<file path="src/rtl/tmr_pkg.sv">
package tmr_pkg;
  // control field positions (software-visible layout)
  localparam int KEEP_W   = 26;
  localparam int EN_B     = 0;
  localparam int ENMOD_B  = 1;
  localparam int CMPIE_B  = 2;
  localparam int RLD_B    = 3;
  localparam int PSC_LO   = 4;
  localparam int PSC_W    = 12;
  localparam int SWR_B    = 16;
  localparam int OVW_B    = 17;
  localparam int LP_LO    = 18;
  localparam int LP_W     = 4;
  localparam int SRC_LO   = 24;
  localparam int SRC_W    = 2;

  // bits dropped from a control write that carries the software reset
  localparam logic [KEEP_W-1:0] SWR_CLR =
    KEEP_W'((((1 << LP_W) - 1) << LP_LO) | (1 << SWR_B) | (1 << ENMOD_B) | (1 << EN_B));

  typedef enum logic [2:0] {
    REG_CTRL = 3'd0,
    REG_STAT = 3'd1,
    REG_LOAD = 3'd2,
    REG_CMP  = 3'd3,
    REG_CNT  = 3'd4
  } regIdx_e;

  typedef enum logic [SRC_W-1:0] {
    SRC_NONE  = 2'b00,
    SRC_MAIN  = 2'b01,
    SRC_MAINB = 2'b10,
    SRC_SLOW  = 2'b11
  } tickSrc_e;

  typedef struct packed {
    logic tick;       // prescaled tick, counter may move
    logic swReset;    // software reset this cycle
    logic overwrite;  // load write copies into counter
    logic startLoad;  // enable-mode start from load value
    logic startMax;   // enable-mode start from all-ones
    logic flagClr;    // write-1-to-clear on status
    logic cmpEn;      // compare enable
    logic reloadMode; // reload from load value at zero
  } strobes_t;
endpackage

</file>
<file path="src/rtl/tmr_ctrl.sv">
module tmr_ctrl
  import tmr_pkg::*;
#(
  parameter int DATA_W = 32,
  parameter int ADDR_W = 3
) (
  input  logic              clk,
  input  logic              rstN,
  input  logic              mainTick,
  input  logic              slowTick,
  input  logic              busWe,
  input  logic [ADDR_W-1:0] busAddr,
  input  logic [DATA_W-1:0] busWdata,
  output logic [KEEP_W-1:0] ctrlQ,
  output logic [DATA_W-1:0] loadQ,
  output logic [DATA_W-1:0] cmpQ,
  output strobes_t          st
);
  logic [PSC_W-1:0]  preCnt;
  logic [PSC_W-1:0]  pscVal;
  logic [KEEP_W-1:0] wNew;
  logic              wrCtrl, wrStat, wrLoad, wrCmp;
  logic              rawTick, preHit, enNow, swr, enRise;
  tickSrc_e          srcSel;

  assign wrCtrl = busWe && (busAddr == REG_CTRL);
  assign wrStat = busWe && (busAddr == REG_STAT);
  assign wrLoad = busWe && (busAddr == REG_LOAD);
  assign wrCmp  = busWe && (busAddr == REG_CMP);

  assign wNew   = busWdata[KEEP_W-1:0];
  assign pscVal = ctrlQ[PSC_LO +: PSC_W];
  assign enNow  = ctrlQ[EN_B];
  assign srcSel = tickSrc_e'(ctrlQ[SRC_LO +: SRC_W]);

  always_comb begin
    unique case (srcSel)
      SRC_MAIN, SRC_MAINB: rawTick = mainTick;
      SRC_SLOW:            rawTick = slowTick;
      default:             rawTick = 1'b0;
    endcase
  end

  assign preHit = (preCnt == pscVal);
  assign swr    = wrCtrl && wNew[SWR_B];
  assign enRise = wrCtrl && !swr && !enNow && wNew[EN_B] && wNew[ENMOD_B];

  always_comb begin
    st            = '0;
    st.tick       = enNow && rawTick && preHit;
    st.swReset    = swr;
    st.overwrite  = wrLoad && ctrlQ[OVW_B];
    st.startLoad  = enRise && wNew[RLD_B];
    st.startMax   = enRise && !wNew[RLD_B];
    st.flagClr    = wrStat && busWdata[0];
    st.cmpEn      = ctrlQ[CMPIE_B];
    st.reloadMode = ctrlQ[RLD_B];
  end

  always_ff @(posedge clk) begin
    if (!rstN) begin
      ctrlQ  <= '0;
      loadQ  <= '0;
      cmpQ   <= '0;
      preCnt <= '0;
    end else begin
      if (wrCtrl) ctrlQ <= swr ? (wNew & ~SWR_CLR) : wNew;
      if (wrLoad) loadQ <= busWdata;
      if (wrCmp)  cmpQ  <= busWdata;
      if (swr || enRise)         preCnt <= '0;
      else if (enNow && rawTick) preCnt <= preHit ? '0 : preCnt + 1'b1;
    end
  end
endmodule

</file>
<file path="src/rtl/tmr_datapath.sv">
module tmr_datapath
  import tmr_pkg::*;
#(
  parameter int DATA_W = 32
) (
  input  logic              clk,
  input  logic              rstN,
  input  strobes_t          st,
  input  logic [DATA_W-1:0] loadQ,
  input  logic [DATA_W-1:0] cmpQ,
  input  logic [DATA_W-1:0] wrData,
  output logic [DATA_W-1:0] cntQ,
  output logic              flagQ
);
  localparam logic [DATA_W-1:0] ALL_ONES = '1;

  logic [DATA_W-1:0] nextCnt;
  logic              killTick, hit;

  assign nextCnt  = (cntQ == '0) ? (st.reloadMode ? loadQ : ALL_ONES) : cntQ - 1'b1;
  assign killTick = st.swReset || st.overwrite || st.startLoad || st.startMax;
  assign hit      = st.tick && !killTick && st.cmpEn && (nextCnt == cmpQ);

  always_ff @(posedge clk) begin
    if (!rstN) begin
      cntQ  <= ALL_ONES;
      flagQ <= 1'b0;
    end else begin
      if (st.swReset)        cntQ <= ALL_ONES;
      else if (st.overwrite) cntQ <= wrData;
      else if (st.startLoad) cntQ <= loadQ;
      else if (st.startMax)  cntQ <= ALL_ONES;
      else if (st.tick)      cntQ <= nextCnt;

      if (st.swReset)    flagQ <= 1'b0;
      else if (hit)      flagQ <= 1'b1;
      else if (st.flagClr) flagQ <= 1'b0;
    end
  end
endmodule

</file>
<file path="src/rtl/periodic_tick_timer.sv">
module periodic_tick_timer
  import tmr_pkg::*;
#(
  parameter int DATA_W = 32,
  parameter int ADDR_W = 3
) (
  input  logic              clk,
  input  logic              rstN,
  input  logic              mainTick,
  input  logic              slowTick,
  input  logic              busWe,
  input  logic [ADDR_W-1:0] busAddr,
  input  logic [DATA_W-1:0] busWdata,
  output logic [DATA_W-1:0] busRdata,
  output logic              irqOut
);
  localparam int PAD_W = DATA_W - KEEP_W;

  logic [KEEP_W-1:0] ctrlQ;
  logic [DATA_W-1:0] loadQ, cmpQ, cntQ;
  logic              flagQ, tickStrobe;
  strobes_t          st;

  tmr_ctrl #(.DATA_W(DATA_W), .ADDR_W(ADDR_W)) u_ctrl (
    .clk(clk), .rstN(rstN), .mainTick(mainTick), .slowTick(slowTick),
    .busWe(busWe), .busAddr(busAddr), .busWdata(busWdata),
    .ctrlQ(ctrlQ), .loadQ(loadQ), .cmpQ(cmpQ), .st(st)
  );

  tmr_datapath #(.DATA_W(DATA_W)) u_dp (
    .clk(clk), .rstN(rstN), .st(st), .loadQ(loadQ), .cmpQ(cmpQ),
    .wrData(busWdata), .cntQ(cntQ), .flagQ(flagQ)
  );

  assign tickStrobe = st.tick;
  assign irqOut     = flagQ && ctrlQ[CMPIE_B];

  always_comb begin
    case (busAddr)
      REG_CTRL: busRdata = {{PAD_W{1'b0}}, ctrlQ};
      REG_STAT: busRdata = {{(DATA_W-1){1'b0}}, flagQ};
      REG_LOAD: busRdata = loadQ;
      REG_CMP:  busRdata = cmpQ;
      REG_CNT:  busRdata = cntQ;
      default:  busRdata = '0;
    endcase
  end
endmodule

</file>
<file path="config.mk">
export PLATFORM = sky130hd
export DESIGN_NAME = periodic_tick_timer
export DESIGN_NICKNAME = d
export VERILOG_FILES = /design/src/rtl/tmr_pkg.sv /design/src/rtl/tmr_ctrl.sv /design/src/rtl/tmr_datapath.sv /design/src/rtl/periodic_tick_timer.sv
export SDC_FILE = /design/constraint.sdc
export NUM_CORES = 1
export LEC_CHECK = 0
export BUFFER_PORTS_ARGS = -buffer_cell sky130_fd_sc_hd__buf_2
export CORE_MARGIN = 5
export CORE_UTILIZATION = 37
export DETAILED_ROUTE_END_ITERATION = 12
export SYNTH_ARGS = -nofsm -noshare
export SYNTH_HDL_FRONTEND = slang
export SYNTH_SLANG_ARGS = --single-unit
</file>
<file path="constraint.sdc">
create_clock -name clk -period 5.5 [get_ports clk]
set_input_delay 0.825 -clock clk [delete_from_list [all_inputs] [get_ports clk]]
set_output_delay 0.825 -clock clk [all_outputs]
set_load 0.01 [all_outputs]
</file>
==> results.sh, run 1 <==
export IMPL_status="finished clean"
export IMPL_cp_required_ns=5.85
export IMPL_cp_arrival_ns=4.92
export IMPL_numCtsBuffers=17
export IMPL_pin_count=73
export IMPL_crit_slowest_cell="and4_1"
export IMPL_finalNonFillerCells=1441
export IMPL_synth_edf_count=0
export IMPL_core_area_um2=22430
export IMPL_numPortBuffers=72
export IMPL_setup_violations=0
export IMPL_gp_congestion=1.048
export IMPL_ys_seq_elements=135
export IMPL_async_reset_ff_frac=0
export IMPL_path_delay_family="simple AND/OR/NAND/NOR gates"
export IMPL_netlist_area_um2=8366
export IMPL_p_per_area_nw_per_um2=242.0
export IMPL_grt_pass1_wl_um=51760
export IMPL_antenna_cells=0
export IMPL_postRouteAntennaNets=0
export IMPL_cts_repair_resized=0
export IMPL_cp_startpoint="u_dp.cntQ[0]$_SDFFE_PP1P_"
export IMPL_cts_num_sinks=135
export IMPL_hpwl_um=24240
export IMPL_skew_ns=0.01497
export IMPL_hold_viol_final=0
export IMPL_dp_slack_ns=1.005
export IMPL_syn_area_per_cell_um2=7.509
export IMPL_post_cts_buffers=0
export IMPL_routedWlPerCell_um=23.27
export IMPL_r2r_start="u_dp.cntQ[0]$_SDFFE_PP1P_"
export IMPL_cts_htree_levels=4
export IMPL_tritoncts="yes"
export IMPL_fin_tns_setup_ns=0
export IMPL_gr_total_overflow=0
export IMPL_path_buf_inv=1
export IMPL_start_util=0.3729
export IMPL_synth_main_ff_cell="dfxtp_1"
export IMPL_path_cells="inv_1 -> ha_1 -> or4b_2 -> nor3_4 -> and4_1 -> nand2_4 -> o211ai_1 -> nand4_1 -> or4_1 -> or4_1 -> o31ai_2"
export IMPL_nNetsFinal=1188
export IMPL_grt_max_degree=91
export IMPL_yosysWarnings=0
export IMPL_fp_dieH_um=160.4
export IMPL_cts_root_buffer="clkbuf_16"
export IMPL_synth_top_area_frac=0.3231
export IMPL_max_cap_viol_count=0
export IMPL_whs_ns=0.4699
export IMPL_synth_largest_area_cell="dfxtp_1"
export IMPL_drt_iter0_drc=1067
export IMPL_critPathMaxFanout=19
export IMPL_worstSetupPathType="reg -> reg"
export IMPL_p_leak_uw=0.003342
export IMPL_layout_common_cells="267 x nand2_1, 135 x dfxtp_1, 89 x a21boi_0"
export IMPL_synth_area_leaders="dfxtp_1 32%, nand2_1 12%, a21boi_0 8.0%"
export IMPL_synth_cell_types=78
export IMPL_placed_cells_incl_taps=1409
export IMPL_worst_pin_slew_ns=0.9405
export IMPL_cpPeakStageDelay_ns=0.87
export IMPL_antenna_found_initial=0
export IMPL_dr_pass1_iters=6
export IMPL_routed_wl_um=33540
export IMPL_mostFrequentLayoutCell="nand2_1"
export IMPL_ctsHoldBuffers=0
export IMPL_grtUsageTotal=0.2586
export IMPL_die_w_um=160.4
export IMPL_min_path_type="reg -> reg"
export IMPL_post_route_period_util=0.8311
export IMPL_nFillCells=2332
export IMPL_drive_above_1_share=0.1358
export IMPL_ir_drop_uv=151.1
export IMPL_syn_to_final_growth_pct=13.18
export IMPL_drc=0
export IMPL_via_count=8648
export IMPL_fin_area_um2=9468
export IMPL_fmax_mhz=218.8
export IMPL_worst_slack_ns=0.9288
export IMPL_drv_slew=0
export IMPL_ys_seq_area_frac=0.3231
export IMPL_cp_end_kind="flip-flop"
export IMPL_clock_latency_ns=0.44
export IMPL_viasPerCell=6.001
export IMPL_path_clk_slew_ns=0.06
export IMPL_synth_fp_nets=1159
export IMPL_placed_cell_area_um2=8910
export IMPL_grt_pass1_vias=8277
export IMPL_crit_top_cell="or4_1"
export IMPL_period_needed_ns=4.571
export IMPL_start_kind="flip-flop"
export IMPL_clk_path_buf_depth=2
export IMPL_syn_inst=1114
export IMPL_fp_row_count=55
export IMPL_max_slew_margin=0.3730
export IMPL_rsz0062_at_grt="false"
export IMPL_die_area_um2=25720
export IMPL_hp_start="u_ctrl.ctrlQ[23]$_SDFFE_PN0P_"
## logic make-up (layout without fill, tap and decap cells)
group	Yosys count	after routing	synth area share
compound gates	319	319	0.2737
xor+xnor	54	54	0.05743
fa+ha+maj	5	5	0.007478
buf+inv	110	152	0.05609
flops	135	135	0.3231
mux	8	8	0.01137
simple gates	483	483	0.2709
## path summary, 6_finish.rpt
path / slack [ns] / cells after the start / end
worst max-delay path: 0.93 / 11 / u_dp.flagQ$_SDFFE_PP0P_
worst min-delay path: 0.47 / 2 / u_ctrl.ctrlQ[23]$_SDFFE_PN0P_
worst max register to register: 0.93 / 11 / u_dp.flagQ$_SDFFE_PP0P_
worst min register to register: 0.47 / 2 / u_ctrl.ctrlQ[23]$_SDFFE_PN0P_
## worst reg2reg max path, cell delays in order, from the launching register on
cell and delay [ns]:
dfxtp_1 0.41, inv_1 0.18, ha_1 0.18, or4b_2 0.63
nor3_4 0.26, and4_1 0.87, nand2_4 0.28, o211ai_1 0.24
nand4_1 0.13, or4_1 0.55, or4_1 0.57, o31ai_2 0.18
## cells in the mapped netlist, types with 9 or more instances
| master | number |
|---|---|
| nand2_1 | 267 |
| dfxtp_1 | 135 |
| a21boi_0 | 89 |
| clkbuf_1 | 72 |
| nor2_1 | 63 |
| a22oi_1 | 59 |
| o21ai_0 | 58 |
| xnor2_1 | 34 |
| a211oi_1 | 30 |
| inv_1 | 24 |
| nand3_1 | 24 |
| nor3_1 | 20 |
| xor2_1 | 19 |
| o221ai_1 | 14 |
| nand4_1 | 13 |
| a21oi_1 | 12 |
| nor4_1 | 12 |
| or4_1 | 12 |
| o211ai_1 | 10 |
| nand3b_1 | 9 |
## report_power, final
group / internal, uW / switching, uW
combinational: 59.0 / 112
sequential: 991 / 22.0
clock: 618 / 489
## through the flow
stage	total power, uW	util
floorplan	1116	-
global placement	1204	0.3972
detailed placement	1204	0.3972
CTS	2302	0.4220
global route	2361	0.4220
finish	2291	0.4220
## sequential cells by signal (all words and copies together), names as in the netlist
| signal | count |
|---|---|
| u_dp.cntQ | 32 |
| u_dp.flagQ | 1 |
| u_ctrl.cmpQ | 32 |
| u_ctrl.ctrlQ | 26 |
| u_ctrl.preCnt | 12 |
| u_ctrl.loadQ | 32 |
## layout make-up
type / count / area, um2 / share of cell area
clock buffers: 20 / 466.7 / 0.04929
clock inverters: 12 / 91.34 / 0.009647
inverters: 24 / 90.09 / 0.009515
multi-input cells: 869 / 5220 / 0.5513
flip-flops and latches: 135 / 2703 / 0.2854
well taps: 285 / 356.6 / 0.03766
repair buffers: 96 / 540.5 / 0.05709
## per-layer routing
layer / wire, um / global-route usage / up-vias
met5: 0 / 0 / -
met4: 958 / 0.08526 / 0
met3: 2570 / 0.04619 / 57
met2: 14990 / 0.4031 / 431
met1: 15020 / 0.3630 / 4119
li1: - / - / 4041
No activity file was read; power rests on OpenSTA's default activity.
==> run 2, diff against run 1 <==
- clock period: 5.5 -> 3.9 ns (I/O delays scaled with it)
==> run 2 against run 1 <==
  * Sequential power increased by 42%
  * Utilization increased by 1.1 points
  * Fmax increased by 22%
  * First-iteration DRC count is 12% lower
  * Combinational power is 43% higher
  * Critical path depth is 2 lower
  * Clock-buffer cell count is 1 lower
  * Sequential share of layout area is 0.72 points lower
  * Non-clock buffer count is 30 higher
  * Routed wire length is 1.2% higher
  * Final cell count up 2.0%
  * Highest routed layer unchanged
==> results.sh, run 2 (synthesis gave the netlist of run 1 again) <==
export IMPL_via_count=8815
export IMPL_cp_startpoint="u_dp.cntQ[2]$_SDFFE_PP1P_"
export IMPL_fp_row_count=55
export IMPL_finalNonFillerCells=1470
export IMPL_clock_latency_ns=0.44
export IMPL_cts_htree_levels=4
export IMPL_min_path_type="in -> reg"
export IMPL_start_kind="flip-flop"
export IMPL_clk_path_buf_depth=2
export IMPL_ir_drop_uv=221.1
export IMPL_r2r_end="u_dp.flagQ$_SDFFE_PP0P_"
export IMPL_grt_pass1_wl_um=51080
export IMPL_critPathMaxFanout=7
export IMPL_gr_total_overflow=0
export IMPL_routedWlPerCell_um=23.08
export IMPL_status="finished clean"
export IMPL_r2r_start="u_dp.cntQ[2]$_SDFFE_PP1P_"
export IMPL_drv_slew=0
export IMPL_skew_ns=0.01500
export IMPL_cpPeakStageDelay_ns=0.73
export IMPL_p_per_area_nw_per_um2=339.0
export IMPL_path_cells="or4_1 -> or2_1 -> or4_1 -> nand3_2 -> mux2i_1 -> nand4_1 -> or4_1 -> or4_1 -> o31ai_2"
export IMPL_tritoncts="yes"
export IMPL_cts_num_sinks=135
export IMPL_path_delay_family="simple AND/OR/NAND/NOR gates"
export IMPL_worstSetupPathType="reg -> reg"
export IMPL_path_buf_inv=0
export IMPL_core_area_um2=22430
export IMPL_die_w_um=160.4
export IMPL_numPortBuffers=72
export IMPL_drc=0
export IMPL_grt_max_degree=91
export IMPL_ctsHoldBuffers=0
export IMPL_antenna_found_initial=0
export IMPL_hp_start="busWdata[28]"
export IMPL_nNetsFinal=1218
export IMPL_whs_ns=0.4295
export IMPL_fmax_mhz=267.8
export IMPL_post_route_period_util=0.9575
export IMPL_placed_cells_incl_taps=1439
export IMPL_worst_slack_ns=0.1658
export IMPL_fp_dieH_um=160.4
export IMPL_drt_iter0_drc=943
export IMPL_viasPerCell=5.997
export IMPL_worst_pin_slew_ns=0.8722
export IMPL_ff2ff_path_depth=9
export IMPL_hpwl_um=24610
export IMPL_numCtsBuffers=17
export IMPL_cts_root_buffer="clkbuf_16"
export IMPL_dp_slack_ns=0.08233
export IMPL_syn_to_final_growth_pct=16.09
export IMPL_p_leak_uw=0.003488
export IMPL_grtUsageTotal=0.2558
export IMPL_drive_above_1_share=0.1578
export IMPL_cp_endpoint="u_dp.flagQ$_SDFFE_PP0P_"
export IMPL_period_needed_ns=3.734
export IMPL_max_slew_margin=0.4152
export IMPL_max_cap_viol_count=0
export IMPL_cp_required_ns=4.25
export IMPL_cp_arrival_ns=4.08
export IMPL_dr_pass1_iters=6
export IMPL_setup_violations=0
export IMPL_start_util=0.3729
export IMPL_crit_slowest_cell="or4_1"
export IMPL_layout_common_cells="267 x nand2_1, 135 x dfxtp_1, 89 x a21boi_0"
export IMPL_cts_repair_resized=0
export IMPL_post_cts_buffers=0
export IMPL_pin_count=73
export IMPL_worstSetupPathDepth=9
export IMPL_path_clk_slew_ns=0.06
export IMPL_rsz0062_at_grt="false"
export IMPL_postRouteAntennaNets=0
export IMPL_routed_wl_um=33920
export IMPL_die_area_um2=25720
export IMPL_cp_end_kind="flip-flop"
export IMPL_fin_tns_setup_ns=0
export IMPL_reg2reg_slack_ns=0.17
export IMPL_final_util=0.4329
export IMPL_gp_congestion=1.019
export IMPL_crit_top_cell="or4_1"
export IMPL_grt_pass1_vias=8119
export IMPL_antenna_cells=0
export IMPL_hold_viol_final=0
export IMPL_mostFrequentLayoutCell="nand2_1"
export IMPL_reg_largest_list="u_ctrl.cmpQ (32), u_ctrl.loadQ (32), u_dp.cntQ (32)"
==> run 2: layer usage <==
layer / vias to the layer above / share of wire / routed length [um] / track usage
met2: 446 / 0.45 / 15220 / 0.4031
met4: 0 / 0.023 / 783 / 0.07079
met5: - / 0 / 0 / 0
met1: 4216 / 0.44 / 14880 / 0.3490
li1: 4095 / - / - / -
met3: 58 / 0.090 / 3042 / 0.06518
==> run 2: power by group <==
part | internal, uW | switching [uW]
Clock | 953 | 667
Sequential | 1400 | 30.3
Combinational | 84.9 | 159
==> run 2: metrics by stage <==
| stage | total power (uW) | instance area, um2 |
|---|---|---|
| 2_1_floorplan | 1574 | 8366 |
| 3_3_place_gp | 1697 | 9135 |
| 3_5_place_dp | 1698 | 9135 |
| 4_1_cts | 3302 | 9707 |
| 5_1_grt | 3390 | 9712 |
| 6_report | 3292 | 9712 |
==> run 2: worst min path at each step <==
stage	to	cells past startpoint
floorplan	u_ctrl.ctrlQ[18]$_SDFFE_PN0P_	2
global placement	u_ctrl.ctrlQ[21]$_SDFFE_PN0P_	2
detailed placement	u_ctrl.ctrlQ[18]$_SDFFE_PN0P_	2
CTS	u_ctrl.loadQ[28]$_SDFFE_PN0P_	3
global route	u_ctrl.ctrlQ[5]$_SDFFE_PN0P_	3
finish	u_ctrl.loadQ[28]$_SDFFE_PN0P_	3
==> run 2: cell type report <==
type,instances,area (um2)
fillers,2332,12720
multi-input cells,869,5225
flip-flops and latches,135,2703
repair buffers,126,765.7
clock buffers,19,442.9
well taps,285,356.6
clock inverters,12,128.9
inverters,24,90.09
==> run 2: worst min-delay path, cell delays in order <==
cell,delay [ns]
buf_2,0.12
nand2_1,0.05
a21boi_0,0.06
